[src/rtl/usbphy_seq_pkg.sv]
package usbphy_seq_pkg;

    typedef enum logic [3:0] {
        ST_IDLE,
        ST_STBY,
        ST_PLL,
        ST_TUNE_A,
        ST_TUNE_B,
        ST_POLL,
        ST_RST,
        ST_PORT,
        ST_ALN_E,
        ST_ALN_O,
        ST_DOWN
    } seq_state_e;

    typedef enum logic [2:0] {
        SEL_CTRL   = 3'd0,
        SEL_TUNE_A = 3'd1,
        SEL_TUNE_B = 3'd2,
        SEL_PORT   = 3'd3,
        SEL_ALN_E  = 3'd4,
        SEL_ALN_O  = 3'd5
    } reg_sel_e;

    localparam logic [31:0] CTRL_PHY_ON  = 32'h0000_0001;
    localparam logic [31:0] CTRL_PLL_ON  = 32'h0000_0003;
    localparam logic [31:0] CTRL_RUN     = 32'h0000_0007;
    localparam logic [31:0] READY_WORD   = 32'hC000_0000;

    localparam logic [31:0] TUNE_A_BEAD  = 32'h0000_0041;
    localparam logic [31:0] TUNE_B_BEAD  = 32'h0000_000D;
    localparam logic [31:0] TUNE_A_PLAIN = 32'h0000_0000;
    localparam logic [31:0] TUNE_B_PLAIN = 32'h0000_0007;

endpackage

[src/rtl/poll_pacer.sv]
module poll_pacer #(
    parameter int TICK_CYC = 10
) (
    input  logic clk,
    input  logic rst_n,
    input  logic run,
    output logic tick
);
    localparam int TW = (TICK_CYC < 2) ? 1 : $clog2(TICK_CYC);
    localparam logic [TW-1:0] LAST = TW'(TICK_CYC - 1);

    logic [TW-1:0] cnt_d, cnt_q;

    always_comb begin
        tick  = run && (cnt_q == LAST);
        cnt_d = cnt_q;
        if (!run || tick) cnt_d = '0;
        else              cnt_d = cnt_q + 1'b1;
    end

    always_ff @(posedge clk or negedge rst_n) begin
        if (!rst_n) cnt_q <= '0;
        else        cnt_q <= cnt_d;
    end
endmodule

[src/rtl/port_word_fmt.sv]
module port_word_fmt (
    input  logic        port1_func,
    input  logic        pen_level,
    input  logic [2:0]  ovc_sel,
    input  logic [2:0]  ovc_act_hi,
    output logic [31:0] word
);
    localparam int NPORT = 3;
    localparam int SEL_BASE = 8;
    localparam int POL_POS [NPORT] = '{3, 1, 6};

    always_comb begin
        word    = '0;
        word[0] = port1_func;
        word[4] = pen_level;
        for (int i = 0; i < NPORT; i++) begin
            word[SEL_BASE + i] = ovc_sel[i];
            word[POL_POS[i]]   = ovc_act_hi[i];
        end
    end
endmodule

[src/rtl/usbphy_pwr_seq.sv]
module usbphy_pwr_seq
    import usbphy_seq_pkg::*;
#(
    parameter int CLK_HZ   = 48_000_000,
    parameter int POLL_US  = 10,
    parameter int POLL_MAX = 1024,
    parameter int CNT_W    = 8
) (
    input  logic        clk,
    input  logic        rst_n,
    input  logic        init_req,
    input  logic        shut_req,
    input  logic        tune_present,
    input  logic        ferrite_opt,
    input  logic        port1_func,
    input  logic        pen_level,
    input  logic [2:0]  ovc_sel,
    input  logic [2:0]  ovc_act_hi,
    output logic        reg_wr,
    output logic [2:0]  reg_sel,
    output logic [31:0] reg_wdata,
    output logic        stat_rd,
    input  logic [31:0] stat_word,
    output logic        busy,
    output logic        done,
    output logic        error,
    output logic        underflow
);
    localparam int RAW_TICK = (CLK_HZ / 1_000_000) * POLL_US;
    localparam int TICK_CYC = (RAW_TICK < 1) ? 1 : RAW_TICK;
    localparam int RETRY_W  = $clog2(POLL_MAX + 1);
    localparam logic [RETRY_W-1:0] RETRY_LAST = RETRY_W'(POLL_MAX - 1);
    localparam logic [CNT_W-1:0]   CNT_MAX    = '1;
    localparam logic [CNT_W-1:0]   CNT_ONE    = CNT_W'(1);

    typedef struct packed {
        seq_state_e         st;
        logic [CNT_W-1:0]   cnt;
        logic [RETRY_W-1:0] retry;
        logic               pend_init;
        logic               pend_shut;
        logic               err;
        logic               unf;
        logic               done;
    } seq_regs_t;

    seq_regs_t d, q;

    logic        tick;
    logic [31:0] port_word;
    logic [CNT_W-1:0] use_cnt;
    logic        want_init, want_shut;

    poll_pacer #(.TICK_CYC(TICK_CYC)) u_pacer (
        .clk   (clk),
        .rst_n (rst_n),
        .run   (q.st == ST_POLL),
        .tick  (tick)
    );

    port_word_fmt u_fmt (
        .port1_func (port1_func),
        .pen_level  (pen_level),
        .ovc_sel    (ovc_sel),
        .ovc_act_hi (ovc_act_hi),
        .word       (port_word)
    );

    assign want_init = init_req | q.pend_init;
    assign want_shut = shut_req | q.pend_shut;
    assign use_cnt   = q.cnt;

    always_comb begin
        d         = q;
        d.done    = 1'b0;
        reg_wr    = 1'b0;
        reg_sel   = SEL_CTRL;
        reg_wdata = '0;
        stat_rd   = 1'b0;

        if (q.st != ST_IDLE) begin
            d.pend_init = want_init;
            d.pend_shut = want_shut;
        end

        case (q.st)
            ST_IDLE: begin
                if (want_init) begin
                    d.pend_init = 1'b0;
                    d.pend_shut = want_shut;
                    if (q.cnt != CNT_MAX) d.cnt = q.cnt + 1'b1;
                    if (q.cnt == '0) begin
                        d.st    = ST_STBY;
                        d.err   = 1'b0;
                        d.retry = '0;
                    end else begin
                        d.done = 1'b1;
                    end
                end else if (want_shut) begin
                    d.pend_shut = 1'b0;
                    if (q.cnt == '0) begin
                        d.unf = 1'b1;
                    end else begin
                        d.cnt = q.cnt - 1'b1;
                        if (q.cnt == CNT_ONE) d.st   = ST_DOWN;
                        else                  d.done = 1'b1;
                    end
                end
            end
            ST_STBY: begin
                reg_wr    = 1'b1;
                reg_wdata = CTRL_PHY_ON;
                d.st      = ST_PLL;
            end
            ST_PLL: begin
                reg_wr    = 1'b1;
                reg_wdata = CTRL_PLL_ON;
                d.st      = tune_present ? ST_TUNE_A : ST_POLL;
            end
            ST_TUNE_A: begin
                reg_wr    = 1'b1;
                reg_sel   = SEL_TUNE_A;
                reg_wdata = ferrite_opt ? TUNE_A_BEAD : TUNE_A_PLAIN;
                d.st      = ST_TUNE_B;
            end
            ST_TUNE_B: begin
                reg_wr    = 1'b1;
                reg_sel   = SEL_TUNE_B;
                reg_wdata = ferrite_opt ? TUNE_B_BEAD : TUNE_B_PLAIN;
                d.st      = ST_POLL;
            end
            ST_POLL: begin
                if (tick) begin
                    stat_rd = 1'b1;
                    if (stat_word == READY_WORD) begin
                        d.st = ST_RST;
                    end else if (q.retry == RETRY_LAST) begin
                        d.st   = ST_IDLE;
                        d.err  = 1'b1;
                        d.done = 1'b1;
                    end else begin
                        d.retry = q.retry + 1'b1;
                    end
                end
            end
            ST_RST: begin
                reg_wr    = 1'b1;
                reg_wdata = CTRL_RUN;
                d.st      = ST_PORT;
            end
            ST_PORT: begin
                reg_wr    = 1'b1;
                reg_sel   = SEL_PORT;
                reg_wdata = port_word;
                d.st      = ST_ALN_E;
            end
            ST_ALN_E: begin
                reg_wr  = 1'b1;
                reg_sel = SEL_ALN_E;
                d.st    = ST_ALN_O;
            end
            ST_ALN_O: begin
                reg_wr  = 1'b1;
                reg_sel = SEL_ALN_O;
                d.st    = ST_IDLE;
                d.done  = 1'b1;
            end
            ST_DOWN: begin
                reg_wr = 1'b1;
                d.st   = ST_IDLE;
                d.done = 1'b1;
            end
            default: d.st = ST_IDLE;
        endcase
    end

    always_ff @(posedge clk or negedge rst_n) begin
        if (!rst_n) begin
            q.st        <= ST_IDLE;
            q.cnt       <= '0;
            q.retry     <= '0;
            q.pend_init <= 1'b0;
            q.pend_shut <= 1'b0;
            q.err       <= 1'b0;
            q.unf       <= 1'b0;
            q.done      <= 1'b0;
        end else begin
            q <= d;
        end
    end

    assign busy      = (q.st != ST_IDLE);
    assign done      = q.done;
    assign error     = q.err;
    assign underflow = q.unf;
endmodule

[config.mk]
export PLATFORM = sky130hd
export DESIGN_NAME = usbphy_pwr_seq
export DESIGN_NICKNAME = d
export VERILOG_FILES = /design/src/rtl/usbphy_seq_pkg.sv /design/src/rtl/poll_pacer.sv /design/src/rtl/port_word_fmt.sv /design/src/rtl/usbphy_pwr_seq.sv
export SDC_FILE = /design/constraint.sdc
export NUM_CORES = 1
export LEC_CHECK = 0
export BUFFER_PORTS_ARGS = -buffer_cell sky130_fd_sc_hd__buf_2
export CAP_MARGIN = 10
export CORE_MARGIN = 2
export CORE_UTILIZATION = 35
export CTS_BUF_LIST = sky130_fd_sc_hd__clkbuf_8
export DETAILED_ROUTE_END_ITERATION = 8
export SYNTH_ARGS = -nofsm -noshare
export SYNTH_HDL_FRONTEND = slang
export SYNTH_HIERARCHICAL = 1
export SYNTH_SLANG_ARGS = --single-unit
[constraint.sdc]
create_clock -name clk -period 4.79 [get_ports clk]
set_input_delay 0.958 -clock clk [delete_from_list [all_inputs] [get_ports clk]]
set_output_delay 0.958 -clock clk [all_outputs]
set_load 0.005 [all_outputs]
* Word-level counts from Yosys, hierarchy flattened
Cells that the tools add are included.
** Word-level totals
- Bits in registers :: 37
- Output and inout bits :: 41
- Logic and storage cells :: 103
** Operators by class
- Add/sub/neg operators :: 4
- Eq/ne operators :: 28
- Mux-type cells :: 44
- Bitwise gates (word level) :: 3
- Reductions and logical operators :: 15
** Operators by type and width (number)
- 11-bit one-hot mux with 6 select lines :: 1
- 12-bit 2-to-1 mux :: 4
- 11-bit 2-to-1 mux :: 4
- 4-bit one-hot mux with 9 select lines :: 1
- 32-bit equality test, second input constant :: 1
- 4-bit 2-to-1 mux :: 6
- 11-bit one-hot mux with 2 select lines :: 1
- 1-bit 2-to-1 mux :: 18
- 6-bit AND reduction :: 3
- 4-bit by 3-bit equality test with 1-bit output, second input constant :: 4
- 3-bit != test, second input constant :: 5
- 3-bit one-hot mux with 5 select lines :: 1
- 2-bit != test, second input constant :: 7
- 4-bit equality test, second input constant :: 3
- 11-bit by 1-bit adder with 11-bit output, second input constant :: 1
- 11-bit by 10-bit equality test with 1-bit output, second input constant :: 1
- 9-bit by 1-bit adder with 9-bit output, second input constant :: 1
- 9-bit equality test, second input constant :: 1
- 9-bit 2-to-1 mux :: 1
- 9-bit OR reduction :: 1
- 8-bit by 1-bit adder with 8-bit output, second input constant :: 1
- 4-bit by 2-bit equality test with 1-bit output, second input constant :: 2
- 8-bit by 1-bit equality test with 1-bit output, second input constant :: 1
- 8-bit logical NOT :: 1
- 20 further kinds :: 24

* Longest topological paths before layout
Gate-level depths: netlist of the first run.
- Word-level depth :: 6
- Mapped depth :: 10

* Hierarchy
Netlist of the first run, hierarchy kept.
** Modules (own cells, without submodules)
- usbphy_pwr_seq :: times used 1, cells each 252, area each 2052.0 um^2, sequential area each 700.7 um^2
- poll_pacer :: times used 1, cells each 45, area each 436.7 um^2, sequential area each 225.2 um^2
- port_word_fmt :: times used 1, cells each 33, area each 244.0 um^2, sequential area each 0.0 um^2

* Worst setup path before layout of the first run
OpenSTA, ideal clock, no wires.
- Kind :: flip-flop to output port
- Start point :: reg q[27] (netlist bit)
- End point :: out stat_rd
- Arrival :: 1863 ps
- Path slack :: 1969 ps
- Stages on the path, launching flop included :: 8
- Buffers on the path :: 1
- Cells stage by stage :: dfrtp_1 -> nand2b_4 -> or3b_4 -> inv_2 -> buf_2 -> inv_1 -> nor3_1 -> and2_1
** On the way
- Word-level cells in the longest chain between the ends :: 4
** Ends and longest elaborated chain
- from (decl) :: RTL line usbphy_pwr_seq.sv:47 : seq_regs_t d, q;
- 4-bit by 3-bit equality test with 1-bit output :: RTL line usbphy_pwr_seq.sv:57 : .run (q.st == ST_POLL),
- 1-bit logical AND :: RTL line poll_pacer.sv:15 : tick = run && (cnt_q == LAST);
- via tick :: RTL line usbphy_pwr_seq.sv:49 : logic tick;
- 1-bit 2-to-1 mux :: RTL line usbphy_pwr_seq.sv:133 : if (tick) begin
- 1-bit 2-to-1 mux :: RTL line usbphy_pwr_seq.sv:86 : case (q.st)
- to (decl) :: RTL line usbphy_pwr_seq.sv:22 : output logic stat_rd,
The timed path passes the listed nets, and every way through them passes these cells.

* Worst setup path in the final report of the first run
Same ends and word-level chain as after synthesis.

==> impl_metrics.tcl, run 1 <==
set metrics [dict create \
    maxSlewViolCount 0 \
    antenna_found_initial 0 \
    grt_max_degree 38 \
    final.min_clock_period_ps 3530 \
    die_w_um 92.4 \
    cp_slowest_cell "dfrtp_1" \
    cts_made_buffers 5 \
    tightest_slew_ps 844 \
    gp_congestion 0.771 \
    critical_path_arrival_ps 2570 \
    crit_chain "nand2b_4 > or3b_4 > inv_2 > inv_1 > nor3_1 > and2_1 > buf_2" \
    ios 87 \
    period_share 0.737 \
    ys_seq_area_frac 0.339 \
    core_um2 7650 \
    cts_sinks 37 \
    syn_inst 330 \
    setup.worst_path.class "flip-flop to output port" \
    finalSetupViolations 0 \
    portBuffers 63 \
    status "finished, final reports clean" \
    post_cts_resized 0 \
    clk_pin_slew_ps 70 \
    final_cell_area_um2 3090 \
    synth-edff-count 0 \
    drt-wirelength-per-cell_um 12.2 \
    max_slew_margin 0.437 \
    grt_pass1_vias 2113 \
    crit_family "simple AND/OR/NAND/NOR gates" \
    startpoint_type "flip-flop" \
    clock_latency_ps 290 \
    dpl.hpwl_um 4390 \
    rsz0062_at_grt "no" \
    postCtsSetupBuffers 0 \
    synth_area_per_cell_um2 8.28 \
    synth-seq-cells 37 \
    grt_use_total 0.141 \
    p_leak_nw 1.40 \
    vias 2347 \
    synthArstFlopShare 1.00 \
    start_util 0.357 \
    fmax_mhz 283 \
    cts_htree_levels 2 \
    layout_commonest_cell "buf_2" \
    endpoint_kind "output port" \
    layout_common_cells "buf_2 (63), dfrtp_1 (37), nor2_1 (33)" \
    hold_class "flip-flop to flip-flop" \
    cts_root_buf "clkbuf_8" \
    dr.pass1.iters 4 \
    finalNetCount 432 \
    tns_ps 0 \
    drt.antenna.violating_nets 0 \
    ys_types 53 \
    rows 32 \
    areaGrowthSynthToFinish_pct 13.2 \
    grt_overflow 0 \
    yosysWarnings 6 \
    cp_max_fo 14 \
    powerDensity_nw_per_um2 442 \
    drc_errors 0 \
    die_h_um 92.4 \
    yosys_most_used_dff "dfrtp_1" \
    fin_worst_skew_ps 9.96 \
    cts_tree "built" \
    path_buf_inv 3 \
    diodes 0 \
    worst_ep_required_time_ps 3830 \
    syn-cell-area_um2 2730 \
    critPathMaxStageDelay_ps 560 \
    wl_um 5880 \
    hold_viol 0 \
    peakVddDrop_uv 184 \
    clock_path_buffers 2 \
    grt_pass1_wl_um 9760 \
    die-area_um2 8530 \
    drt_iter0_drc 105 \
    drive_above_1_share 0.215 \
    cts_hold_buf 0 \
    dpl_cell_area_um2 2970 \
    via_per_inst 4.86 \
    max_cap_viol_count 0 \
]
logic make-up (layout without fill, tap and decap cells):
| family | after synthesis | count (layout) | synth area share |
|---|---|---|---|
| multiplexers | 1 | 1 | 0.00366 |
| adder cells (fa/ha/maj) | 6 | 6 | 0.0275 |
| AND/OR/NAND/NOR | 157 | 157 | 0.318 |
| flip-flops | 37 | 37 | 0.339 |
| buffers and inverters | 53 | 81 | 0.120 |
| AO/OA/AOI/OAI | 61 | 61 | 0.146 |
| other | 1 | 24 | 0.00137 |
| XOR/XNOR | 14 | 14 | 0.0449 |
area by class of cell:
| class | count | area [um2] |
|---|---|---|
| clock buffer | 6 | 82.6 |
| clock inverter | 2 | 37.5 |
| timing repair buffer | 64 | 323 |
| multi-input combinational | 263 | 1560 |
| sequential | 37 | 926 |
| inverter | 9 | 33.8 |
| fill | 775 | 4550 |
| tap | 102 | 128 |
synth_stat cells, drive strengths merged (2+ instances only):
cell type	n	share of area
a211oi	2	0.0055
a21o	4	0.011
a21oi	18	0.033
a31oi	3	0.0069
and2	31	0.071
and3	4	0.0092
and4	2	0.0064
buf	37	0.098
clkbuf	7	0.0096
dfrtp	37	0.34
ha	6	0.027
inv	9	0.012
nand2	28	0.038
nand2b	4	0.012
nand3	10	0.020
nand3b	3	0.0082
nand4	11	0.027
nand4b	2	0.0064
nor2	33	0.045
nor3	8	0.019
nor4	8	0.018
o21a	2	0.0055
o21ai	16	0.029
o22a	7	0.022
o31ai	2	0.0055
or2	2	0.0046
or3	4	0.0092
or3b	2	0.0073
xnor2	5	0.016
xor2	9	0.029
final timing paths:
check / start / endpoint / slack [ps] / depth (start not counted)
min in group asynchronous: rst_n / q[13]$_DFFE_PN0P_ / 770 / 1
setup / recovery: q[27]$_DFFE_PN0P_ / stat_rd / 1260 / 7
max in group asynchronous: rst_n / use_cnt[3]$_DFFE_PN0P_ / 3490 / 1
hold reg to reg: u_pacer/cnt_q[0]$_DFF_PN0_ / u_pacer/cnt_q[0]$_DFF_PN0_ / 480 / 1
hold / removal: u_pacer/cnt_q[0]$_DFF_PN0_ / u_pacer/cnt_q[0]$_DFF_PN0_ / 480 / 1
setup reg to reg: q[27]$_DFFE_PN0P_ / q[10]$_DFFE_PN0P_ / 1750 / 8
metal layers:
layer	global-route usage	wire, um	vias up
met5	0	0	-
met4	0.0609	97	0
met3	0.0309	297	6
met2	0.224	2790	62
met1	0.185	2700	1081
li1	-	-	1198
power by group:
part	switching [W]	internal, W	total (W)
clock	0.000115	0.000169	0.000285
sequential	0.000132	0.000382	0.000514
combinational	0.000312	0.000256	0.000568
total	0.000560	0.000808	0.00137
worst register-to-register path, delay by kind of cell, from the launching register on:
| family | cells | cell delay (ps) |
|---|---|---|
| and+or+nand+nor | 4 | 1430 |
| AOI/OAI and AO/OA | 2 | 610 |
| DFF | 1 | 560 |
| buffers and inverters | 2 | 340 |
state kept, by name (all words and copies together), names as in the netlist:
register       flops
u_pacer/cnt_q      9
use_cnt            8
done               1
q                 17
underflow          1
error              1
through the flow:
| stage | utilization | power [W] | setup slack, ps | hold slack (ps) | cells |
|---|---|---|---|---|---|
| finish | 0.405 | 0.00137 | 1260 | 477 | 483 |
| global route | 0.405 | 0.00149 | 1000 | 504 | 483 |
| CTS | 0.404 | 0.00138 | 1240 | 479 | 482 |
| detailed placement | 0.388 | 0.00109 | 1570 | 463 | 474 |
| global placement | 0.388 | 0.00108 | 1630 | 466 | 474 |
| floorplan | - | 0.000933 | 1970 | 448 | 353 |
No activity file was read; power rests on OpenSTA's default activity.
==> inputs of run 2 (changes only) <==
clock period = 3.4 ns   (was 4.79 ns; I/O delays follow)
==> impl_metrics.tcl, run 2 (synthesis results as in run 1) <==
set metrics [dict create \
    layout_commonest_cell "buf_2" \
    grt_use_total 0.142 \
    core_um2 7650 \
    total_power_w 0.00196 \
    antenna_found_initial 0 \
    grt_pass1_wl_um 9940 \
    portBuffers 63 \
    ios 87 \
    cts_root_buf "clkbuf_8" \
    dpl_cell_area_um2 3000 \
    multi_input_area_um2 1560 \
    fin_worst_skew_ps 7.75 \
    cts_htree_levels 2 \
    setup.worst_path.class "flip-flop to output port" \
    worstSetupStartpoint "q[25]$_DFFE_PN0P_" \
    fmax_mhz 318 \
    largest_register "q" \
    tightest_slew_ps 841 \
    drive_above_1_share 0.223 \
    drc_errors 0 \
    maxSlewViolCount 0 \
    grt_max_degree 38 \
    dr.pass1.iters 4 \
    fill_cells 787 \
    clock_latency_ps 290 \
    diodes 0 \
    die_w_um 92.4 \
    crit_end "stat_rd" \
    r2r_slack_ps 760 \
    via_per_inst 4.79 \
    peakVddDrop_uv 269 \
    regArea_um2 927 \
    max_slew_margin 0.440 \
    max_cap_viol_count 0 \
    timing.rr.end "q[15]$_DFFE_PN0P_" \
    cts_made_buffers 5 \
    critical_path_arrival_ps 2460 \
    rr_startpoint "q[25]$_DFFE_PN0P_" \
    grt_pass1_vias 2240 \
    finalSetupViolations 0 \
    drt_iter0_drc 58 \
    clock_path_buffers 2 \
    worst_ep_required_time_ps 2720 \
    finalNetCount 436 \
    startpoint_type "flip-flop" \
    rr_worst_depth 7 \
    wl_um 6090 \
    drt.antenna.violating_nets 0 \
    layout_common_cells "buf_2 (63), dfrtp_1 (36), nor2_1 (33)" \
    rsz0062_at_grt "no" \
    powerDensity_nw_per_um2 627 \
    cts_sinks 37 \
    die_h_um 92.4 \
    rows 32 \
    endpoint_kind "output port" \
    start_util 0.357 \
    cts_tree "built" \
    p_leak_nw 1.43 \
    largest_register_ffs 17 \
    grt_overflow 0 \
    vias 2334 \
    final.min_clock_period_ps 3140 \
    gp_congestion 0.818 \
    hold_class "flip-flop to flip-flop" \
    tns_ps 0 \
    die-area_um2 8530 \
    period_share 0.925 \
    status "finished, final reports clean" \
    cp_max_fo 16 \
    final_cell_area_um2 3120 \
    dpl.hpwl_um 4540 \
    hold_viol 0 \
    areaGrowthSynthToFinish_pct 14.2 \
    clk_pin_slew_ps 70 \
    drt-wirelength-per-cell_um 12.5 \
]
[run 2: cell count changes in the layout (fill, tap and decap cells not counted), sizes merged]
cell and change:
clkinvlp -1, inv +1, buf +4
[run 2: cell type report]
class	count	area share
clock buffer	6	0.0265
clock inverter	2	0.0108
inverter	9	0.0108
multi-input combinational	263	0.501
sequential	37	0.297
tap	102	0.0409
timing repair buffer	68	0.113
[run 2: repair_timing]
action                     4_1_cts  5_1_grt
resized for setup                0        1
setup endpoints to repair        0        1
setup buffers                    0        0
hold buffers                     0        0
[run 2: through the flow]
stage               cells  setup slack [ps]  utilization  hold slack, ps
finish                487               256        0.408             480
global route          487              52.3        0.408             524
CTS                   487               174        0.408             487
detailed placement    479               476        0.393             468
global placement      479               593        0.393             460
floorplan             353               857            -             384
[run 2: critical path, stage by stage, from the launching register on]
cell	delay, ps
dfrtp_1	550
or3b_4	490
inv_2	210
inv_1	140
nor3_1	420
and2_1	240
buf_2	130
[run 2: per-layer routing]
layer,track usage,vias up,part of all wire
met2,0.247,49,0.48
met5,0,-,0
met1,0.183,1078,0.47
li1,-,1202,-
met4,0.0373,0,0.011
met3,0.0252,5,0.037
[run 2: where the power goes]
group	internal, W	total [W]	switching, W
logic	0.000379	0.000875	0.000496
registers	0.000541	0.000680	0.000140
clock network	0.000237	0.000404	0.000167
[run 2: how the worst min path moves through the flow]
stage	startpoint	endpoint	slack, ps	cells past startpoint
4_1_cts	error$_DFFE_PN0P_	error$_DFFE_PN0P_	490	2
2_1_floorplan	rst_n	done$_DFF_PN0_	380	0
3_3_place_gp	error$_DFFE_PN0P_	error$_DFFE_PN0P_	460	2
6_report	error$_DFFE_PN0P_	error$_DFFE_PN0P_	480	2
3_5_place_dp	error$_DFFE_PN0P_	error$_DFFE_PN0P_	470	2
5_1_grt	use_cnt[7]$_DFFE_PN0P_	use_cnt[7]$_DFFE_PN0P_	520	1
